--- src/rtl/rmc_pkg.sv ---
package rmc_pkg;

    localparam int NMODES = 7;

    typedef enum logic [2:0] {
        M_OFF   = 3'd0,
        M_IDLE1 = 3'd1,
        M_IDLE2 = 3'd2,
        M_RXSET = 3'd3,
        M_RX    = 3'd4,
        M_TXSET = 3'd5,
        M_TX    = 3'd6
    } rmc_mode_e;

    typedef struct packed {
        logic pwr;
        logic prim_rx;
        logic ce;
        logic empty;
        logic done;
    } rmc_ctl_s;

    function automatic logic [NMODES-1:0] mode_to_onehot(rmc_mode_e m);
        logic [NMODES-1:0] r;
        r = '0;
        r[m] = 1'b1;
        return r;
    endfunction

    function automatic logic is_settle(rmc_mode_e m);
        return (m == M_RXSET) || (m == M_TXSET);
    endfunction

    function automatic logic is_active(rmc_mode_e m);
        return (m == M_RX) || (m == M_TX);
    endfunction

endpackage

--- src/rtl/rmc_arm_timer.sv ---
module rmc_arm_timer #(
    parameter int W = 8
) (
    input  logic         clk,
    input  logic         rst,
    input  logic         arm,
    input  logic         tick,
    input  logic [W-1:0] limit,
    output logic         reached
);
    logic [W-1:0] cnt;

    always_ff @(posedge clk) begin
        if (rst || !arm) begin
            cnt     <= '0;
            reached <= 1'b0;
        end else if (tick && !reached) begin
            if (cnt >= limit - W'(1)) begin
                reached <= 1'b1;
            end else begin
                cnt <= cnt + W'(1);
            end
        end
    end
endmodule

--- src/rtl/rmc_interval_timer.sv ---
module rmc_interval_timer #(
    parameter int W = 8
) (
    input  logic         clk,
    input  logic         rst,
    input  logic         restart,
    input  logic         tick,
    input  logic [W-1:0] limit,
    output logic         hit
);
    logic [W-1:0] cnt;

    assign hit = tick && (cnt >= limit - W'(1));

    always_ff @(posedge clk) begin
        if (rst || restart) begin
            cnt <= '0;
        end else if (tick && (cnt != '1)) begin
            cnt <= cnt + W'(1);
        end
    end
endmodule

--- src/rtl/rmc_mode_fsm.sv ---
module rmc_mode_fsm
    import rmc_pkg::*;
(
    input  logic      clk,
    input  logic      rst,
    input  rmc_ctl_s  ctl,
    input  logic      wake_ok,
    input  logic      ce_long,
    input  logic      tmr_hit,
    output rmc_mode_e mode,
    output logic      tmr_restart,
    output logic      tmr_tx_limit,
    output logic      tx_start,
    output logic      tx_overrun
);
    rmc_mode_e st, nxt;
    logic      again;

    always_comb begin
        nxt   = st;
        again = 1'b0;
        if (!ctl.pwr) begin
            nxt = M_OFF;
        end else begin
            case (st)
                M_OFF: nxt = M_IDLE1;
                M_IDLE1: begin
                    if (wake_ok) begin
                        if (ctl.prim_rx && ctl.ce) begin
                            nxt = M_RXSET;
                        end else if (!ctl.prim_rx && !ctl.empty && ce_long) begin
                            nxt = M_TXSET;
                        end
                    end
                end
                M_IDLE2: begin
                    if (!ctl.ce) begin
                        nxt = M_IDLE1;
                    end else if (ctl.prim_rx) begin
                        nxt = M_RXSET;
                    end else if (!ctl.empty) begin
                        nxt = M_TXSET;
                    end
                end
                M_RXSET: begin
                    if (!ctl.ce) begin
                        nxt = M_IDLE1;
                    end else if (tmr_hit) begin
                        nxt = M_RX;
                    end
                end
                M_RX: begin
                    if (!ctl.ce) begin
                        nxt = M_IDLE1;
                    end else if (!ctl.prim_rx) begin
                        nxt = ctl.empty ? M_IDLE2 : M_TXSET;
                    end
                end
                M_TXSET: begin
                    if (tmr_hit) begin
                        nxt = M_TX;
                    end
                end
                M_TX: begin
                    if (ctl.done) begin
                        if (!ctl.ce) begin
                            nxt = M_IDLE1;
                        end else if (ctl.prim_rx) begin
                            nxt = M_RXSET;
                        end else if (!ctl.empty) begin
                            again = 1'b1;
                        end else begin
                            nxt = M_IDLE2;
                        end
                    end else if (tmr_hit) begin
                        nxt = M_IDLE1;
                    end
                end
                default: nxt = M_OFF;
            endcase
        end
    end

    assign tmr_restart  = (nxt != st) || again;
    assign tmr_tx_limit = (st == M_TX);
    assign mode         = st;

    always_ff @(posedge clk) begin
        if (rst) begin
            st         <= M_OFF;
            tx_start   <= 1'b0;
            tx_overrun <= 1'b0;
        end else begin
            st       <= nxt;
            tx_start <= (nxt == M_TX) && ((st != M_TX) || again);
            if (!ctl.pwr) begin
                tx_overrun <= 1'b0;
            end else if ((st == M_TX) && tmr_hit && !ctl.done) begin
                tx_overrun <= 1'b1;
            end
        end
    end
endmodule

--- src/rtl/radio_mode_ctrl.sv ---
module radio_mode_ctrl
    import rmc_pkg::*;
#(
    parameter int WAKE_US     = 1500,
    parameter int WAKE_EXT_US = 150,
    parameter int SETTLE_US   = 130,
    parameter int CE_MIN_US   = 10,
    parameter int TX_MAX_US   = 4000
) (
    input  logic              clk,
    input  logic              rst,
    input  logic              us_tick,
    input  logic              ext_osc,
    input  logic              pwr_on,
    input  logic              rx_primary,
    input  logic              chip_en,
    input  logic              txq_empty,
    input  logic              pkt_done,
    output logic [NMODES-1:0] mode_oh,
    output logic              synth_on,
    output logic              rx_on,
    output logic              tx_on,
    output logic              tx_start,
    output logic              tx_overrun
);
    localparam int WAKE_MAX = (WAKE_US > WAKE_EXT_US) ? WAKE_US : WAKE_EXT_US;
    localparam int WW       = $clog2(WAKE_MAX + 1);
    localparam int CW       = $clog2(CE_MIN_US + 2);
    localparam int TMAX     = (TX_MAX_US > SETTLE_US) ? TX_MAX_US : SETTLE_US;
    localparam int TW       = $clog2(TMAX + 1);

    localparam logic [WW-1:0] WAKE_L     = WW'(WAKE_US);
    localparam logic [WW-1:0] WAKE_EXT_L = WW'(WAKE_EXT_US);
    localparam logic [CW-1:0] CE_L       = CW'(CE_MIN_US + 1);
    localparam logic [TW-1:0] SETTLE_L   = TW'(SETTLE_US);
    localparam logic [TW-1:0] TXMAX_L    = TW'(TX_MAX_US);

    rmc_ctl_s  ctl;
    rmc_mode_e mode;
    logic      wake_ok, ce_long, tmr_hit, tmr_restart, tmr_tx_limit;
    logic [WW-1:0] wake_limit;
    logic [TW-1:0] tmr_limit;

    assign ctl = '{pwr: pwr_on, prim_rx: rx_primary, ce: chip_en,
                   empty: txq_empty, done: pkt_done};

    assign wake_limit = ext_osc ? WAKE_EXT_L : WAKE_L;
    assign tmr_limit  = tmr_tx_limit ? TXMAX_L : SETTLE_L;

    rmc_arm_timer #(.W(WW)) u_wake (
        .clk(clk), .rst(rst), .arm(pwr_on), .tick(us_tick),
        .limit(wake_limit), .reached(wake_ok)
    );

    rmc_arm_timer #(.W(CW)) u_ce (
        .clk(clk), .rst(rst), .arm(chip_en), .tick(us_tick),
        .limit(CE_L), .reached(ce_long)
    );

    rmc_interval_timer #(.W(TW)) u_tmr (
        .clk(clk), .rst(rst), .restart(tmr_restart), .tick(us_tick),
        .limit(tmr_limit), .hit(tmr_hit)
    );

    rmc_mode_fsm u_fsm (
        .clk(clk), .rst(rst), .ctl(ctl), .wake_ok(wake_ok), .ce_long(ce_long),
        .tmr_hit(tmr_hit), .mode(mode), .tmr_restart(tmr_restart),
        .tmr_tx_limit(tmr_tx_limit), .tx_start(tx_start), .tx_overrun(tx_overrun)
    );

    assign mode_oh  = mode_to_onehot(mode);
    assign synth_on = is_settle(mode) || is_active(mode);
    assign rx_on    = (mode == M_RX);
    assign tx_on    = (mode == M_TX);
endmodule

--- config.mk ---
export PLATFORM = sky130hd
export DESIGN_NAME = radio_mode_ctrl
export DESIGN_NICKNAME = d
export VERILOG_FILES = /design/src/rtl/rmc_pkg.sv /design/src/rtl/rmc_arm_timer.sv /design/src/rtl/rmc_interval_timer.sv /design/src/rtl/rmc_mode_fsm.sv /design/src/rtl/radio_mode_ctrl.sv
export SDC_FILE = /design/constraint.sdc
export NUM_CORES = 1
export LEC_CHECK = 0
export ABC_AREA = 1
export BUFFER_PORTS_ARGS = -buffer_cell sky130_fd_sc_hd__buf_2
export CORE_ASPECT_RATIO = 2
export CORE_UTILIZATION = 45
export CTS_BUF_LIST = sky130_fd_sc_hd__clkbuf_8 sky130_fd_sc_hd__clkbuf_16
export DETAILED_ROUTE_END_ITERATION = 8
export PLACE_DENSITY_LB_ADDON = 0.1
export SLEW_MARGIN = 0
export SYNTH_ARGS = -nofsm -noshare
export SYNTH_HDL_FRONTEND = slang
export SYNTH_SLANG_ARGS = --single-unit
--- constraint.sdc ---
create_clock -name clk -period 3 [get_ports clk]
set_input_delay 0.6 -clock clk [delete_from_list [all_inputs] [get_ports clk]]
set_output_delay 0.6 -clock clk [all_outputs]
set_load 0.005 [all_outputs]
==> run metrics <==
status=finished clean; Seq cells post-synth=34; Post-Syn Area=around 0.0023 mm^2; Avg Vias per Cell=5.19; clock buffer depth=2; Setup Skew=7.67 ps; Crit. End Element=flip-flop; clk_lat worst skew=290 ps; top-count cell post-synth=nand2_1; CTS resizes=0; critical path required time=3230 ps; I/O pin cnt=21; setup TNS=0 ps; root cell of the clock tree=clkbuf_8; share of cells above drive strength 1=approximately 16%; core area=0.00491 mm^2; first-pass detailed-route iteration total=6; hold_buf cts=0; total wire length=between 5000 and 6000 um; Post-DRT Antenna Nets=0; Tmin final=2630 ps; Slew @ Worst Pin=652 ps; startpoint types=flip-flop; EDFF count, synth=0; DR WL/cell=roughly 13 um; Mapped Nets=378; Max FO, Critical Path=12; CTS tree=done; Seq/Total Area, Yosys=29.1%; initial DRC count=22; # H-tree levels=2; vias=2,258; Area contributors post-synth=dfxtp_1 29%, nand2_1 11%, ha_1 9.6%; Num CTS Buffers=5; Synth Warn #=0; die area=around 0.0055 mm^2; power per cell area=331 mW/mm^2; first-pass GRT wire length=9470 um; FFs w/ async S/R, synth=0%; Syn Inst Count=351; leak pwr=0.00114 uW; max_slew headroom=a little under three fifths; Layout Cells excl Fill=435; postcts setup bufs=0; Cells after DPL=428; Yosys top cell area share=between 20% and 30%; final core utilization=53.0%; DP Wirelength=about 4600 um; RSZ-0062 raised after global routing=no; ANT cells=0; # setup viols final=0; Fmax achieved=380 MHz; fin. max-slew vios=0; Peak VDD IR=0.000293 V; initial antenna violation count=0; clock sinks=34; worst min path class=flip-flop to flip-flop; Initial Utilization=between 40% and 50%; Die Y=104 um; total track usage=23.0%; Port Buffers=20; number of max-cap violations=0; GP Congestion=0.924; path type of the worst setup path=flip-flop to flip-flop; FP Rows=36; # DRC=0; most frequent cells after synthesis=69 x nand2_1, 51 x inv_1, 38 x nor2_1; largest net degree at the start of global routing=13; Worst EP arrival=2860 ps; Yosys top cell by area=dfxtp_1; remaining global-route overflow=0; chip width=53.0 um; vias in the first global route=2,139; Fillers=529; Layout Nets=approximately 410; Mapped Avg Cell Area=6.66 um^2; Final period util=87.7%; Top FF cell, synth=dfxtp_1; Clk pin slew, worst setup/hold paths=70 ps; synthesis-to-layout area growth=11.3%; Synth cell types=31; Final Hold Viols=0; Overall Power=roughly 860 uW
## through the flow
stage                     setup WS (ps)  instance area [um^2]  hold slack, ps
final                               368                  2600             469
after floorplan                     595                  2340             438
after global routing               48.8                  2600             503
after global placement              196                  2520             461
after detailed placement            154                  2520             460
after CTS                           125                  2600             474
## worst paths after layout
check | from | endpoint | slack, ps | cells past startpoint
worst max-delay path | u_fsm.mode[2]$_SDFF_PP0_ | u_tmr.cnt[1]$_SDFFE_PP0P_ | 370 | 20
worst min-delay path | u_fsm.tx_overrun$_SDFFE_PP0P_ | u_fsm.tx_overrun$_SDFFE_PP0P_ | 470 | 1
worst max register to register | u_fsm.mode[2]$_SDFF_PP0_ | u_tmr.cnt[1]$_SDFFE_PP0P_ | 370 | 20
worst min register to register | u_fsm.tx_overrun$_SDFFE_PP0P_ | u_fsm.tx_overrun$_SDFFE_PP0P_ | 470 | 1
## power by group
group / switching, uW / total [uW] / leakage [uW] / internal [uW]
clock network: 166 / 322 / 0.0000438 / 156
logic: 52.8 / 77.4 / 0.000824 / 24.6
registers: 5.75 / 462 / 0.000275 / 456
total: 224 / 861 / 0.00114 / 636
## cell families (layout without fill, tap and decap cells)
family                   count (synthesis)  in the layout  synth area share [%]
AO/OA/AOI/OAI                           44             44                  10.2
XOR/XNOR                                11             11                  4.12
adder cells (fa/ha/maj)                 18             18                  9.63
buffers and inverters                   60             87                  10.1
flip-flops                              34             34                  29.1
multiplexers                             1              1                 0.428
AND/OR/NAND/NOR                        183            183                  36.4
## layout by cell type (no fill, tap or decap), drive strengths merged
cell    count
and3        1
o21ai      16
or2         1
nand3      22
a21oi      19
buf        25
o211ai      1
inv        55
dfxtp      34
nor4        2
o31ai       2
o21a        2
nor3       20
nand2      75
clkinv      2
xor2       11
o22ai       1
clkbuf      5
a31oi       3
nor2       51
mux2i       1
nand3b      2
ha         18
nand4       9
## layer usage
layer	track usage, %	vias to the layer above	share of wire, %
li1	-	1183	-
met1	23.0	1039	38
met2	43.9	26	58
met3	3.36	10	2.0
met4	8.83	0	1.9
met5	0	-	0
## registers in the layout, summed over array words and instances, names as in the netlist
name,cells
u_tmr.cnt,12
u_ce.reached,1
u_wake.reached,1
u_wake.cnt,11
u_fsm.tx_start,1
u_fsm.tx_overrun,1
u_ce.cnt,4
u_fsm.mode,3
## cell type report
class	count	area, um^2	area share, %
flip-flops and latches	34	682	26.2
multi-input cells	257	1430	54.8
inverters	55	206	7.93
clock inverters	2	10.0	0.385
clock buffers	5	68.8	2.64
repair buffers	25	138	5.29
well taps	57	71.3	2.74
## worst max-delay path: stages (launching register included)
cell and delay [ps]:
dfxtp_2 430, nand2_4 100, nor2_4 140, inv_2 130, ha_1 330, inv_1 40, nor2_1 100, nand2_1 70
nor2_1 80, nand2_1 50, nand2_1 90, nand2_2 100, nand2_1 100, nor2_1 40, nor2_1 100, nand2_2 80
nand3_1 70, nand2_1 60, nor2_1 160, nand2_4 170, nor2_1 120
(Power assumes the default switching activity.)
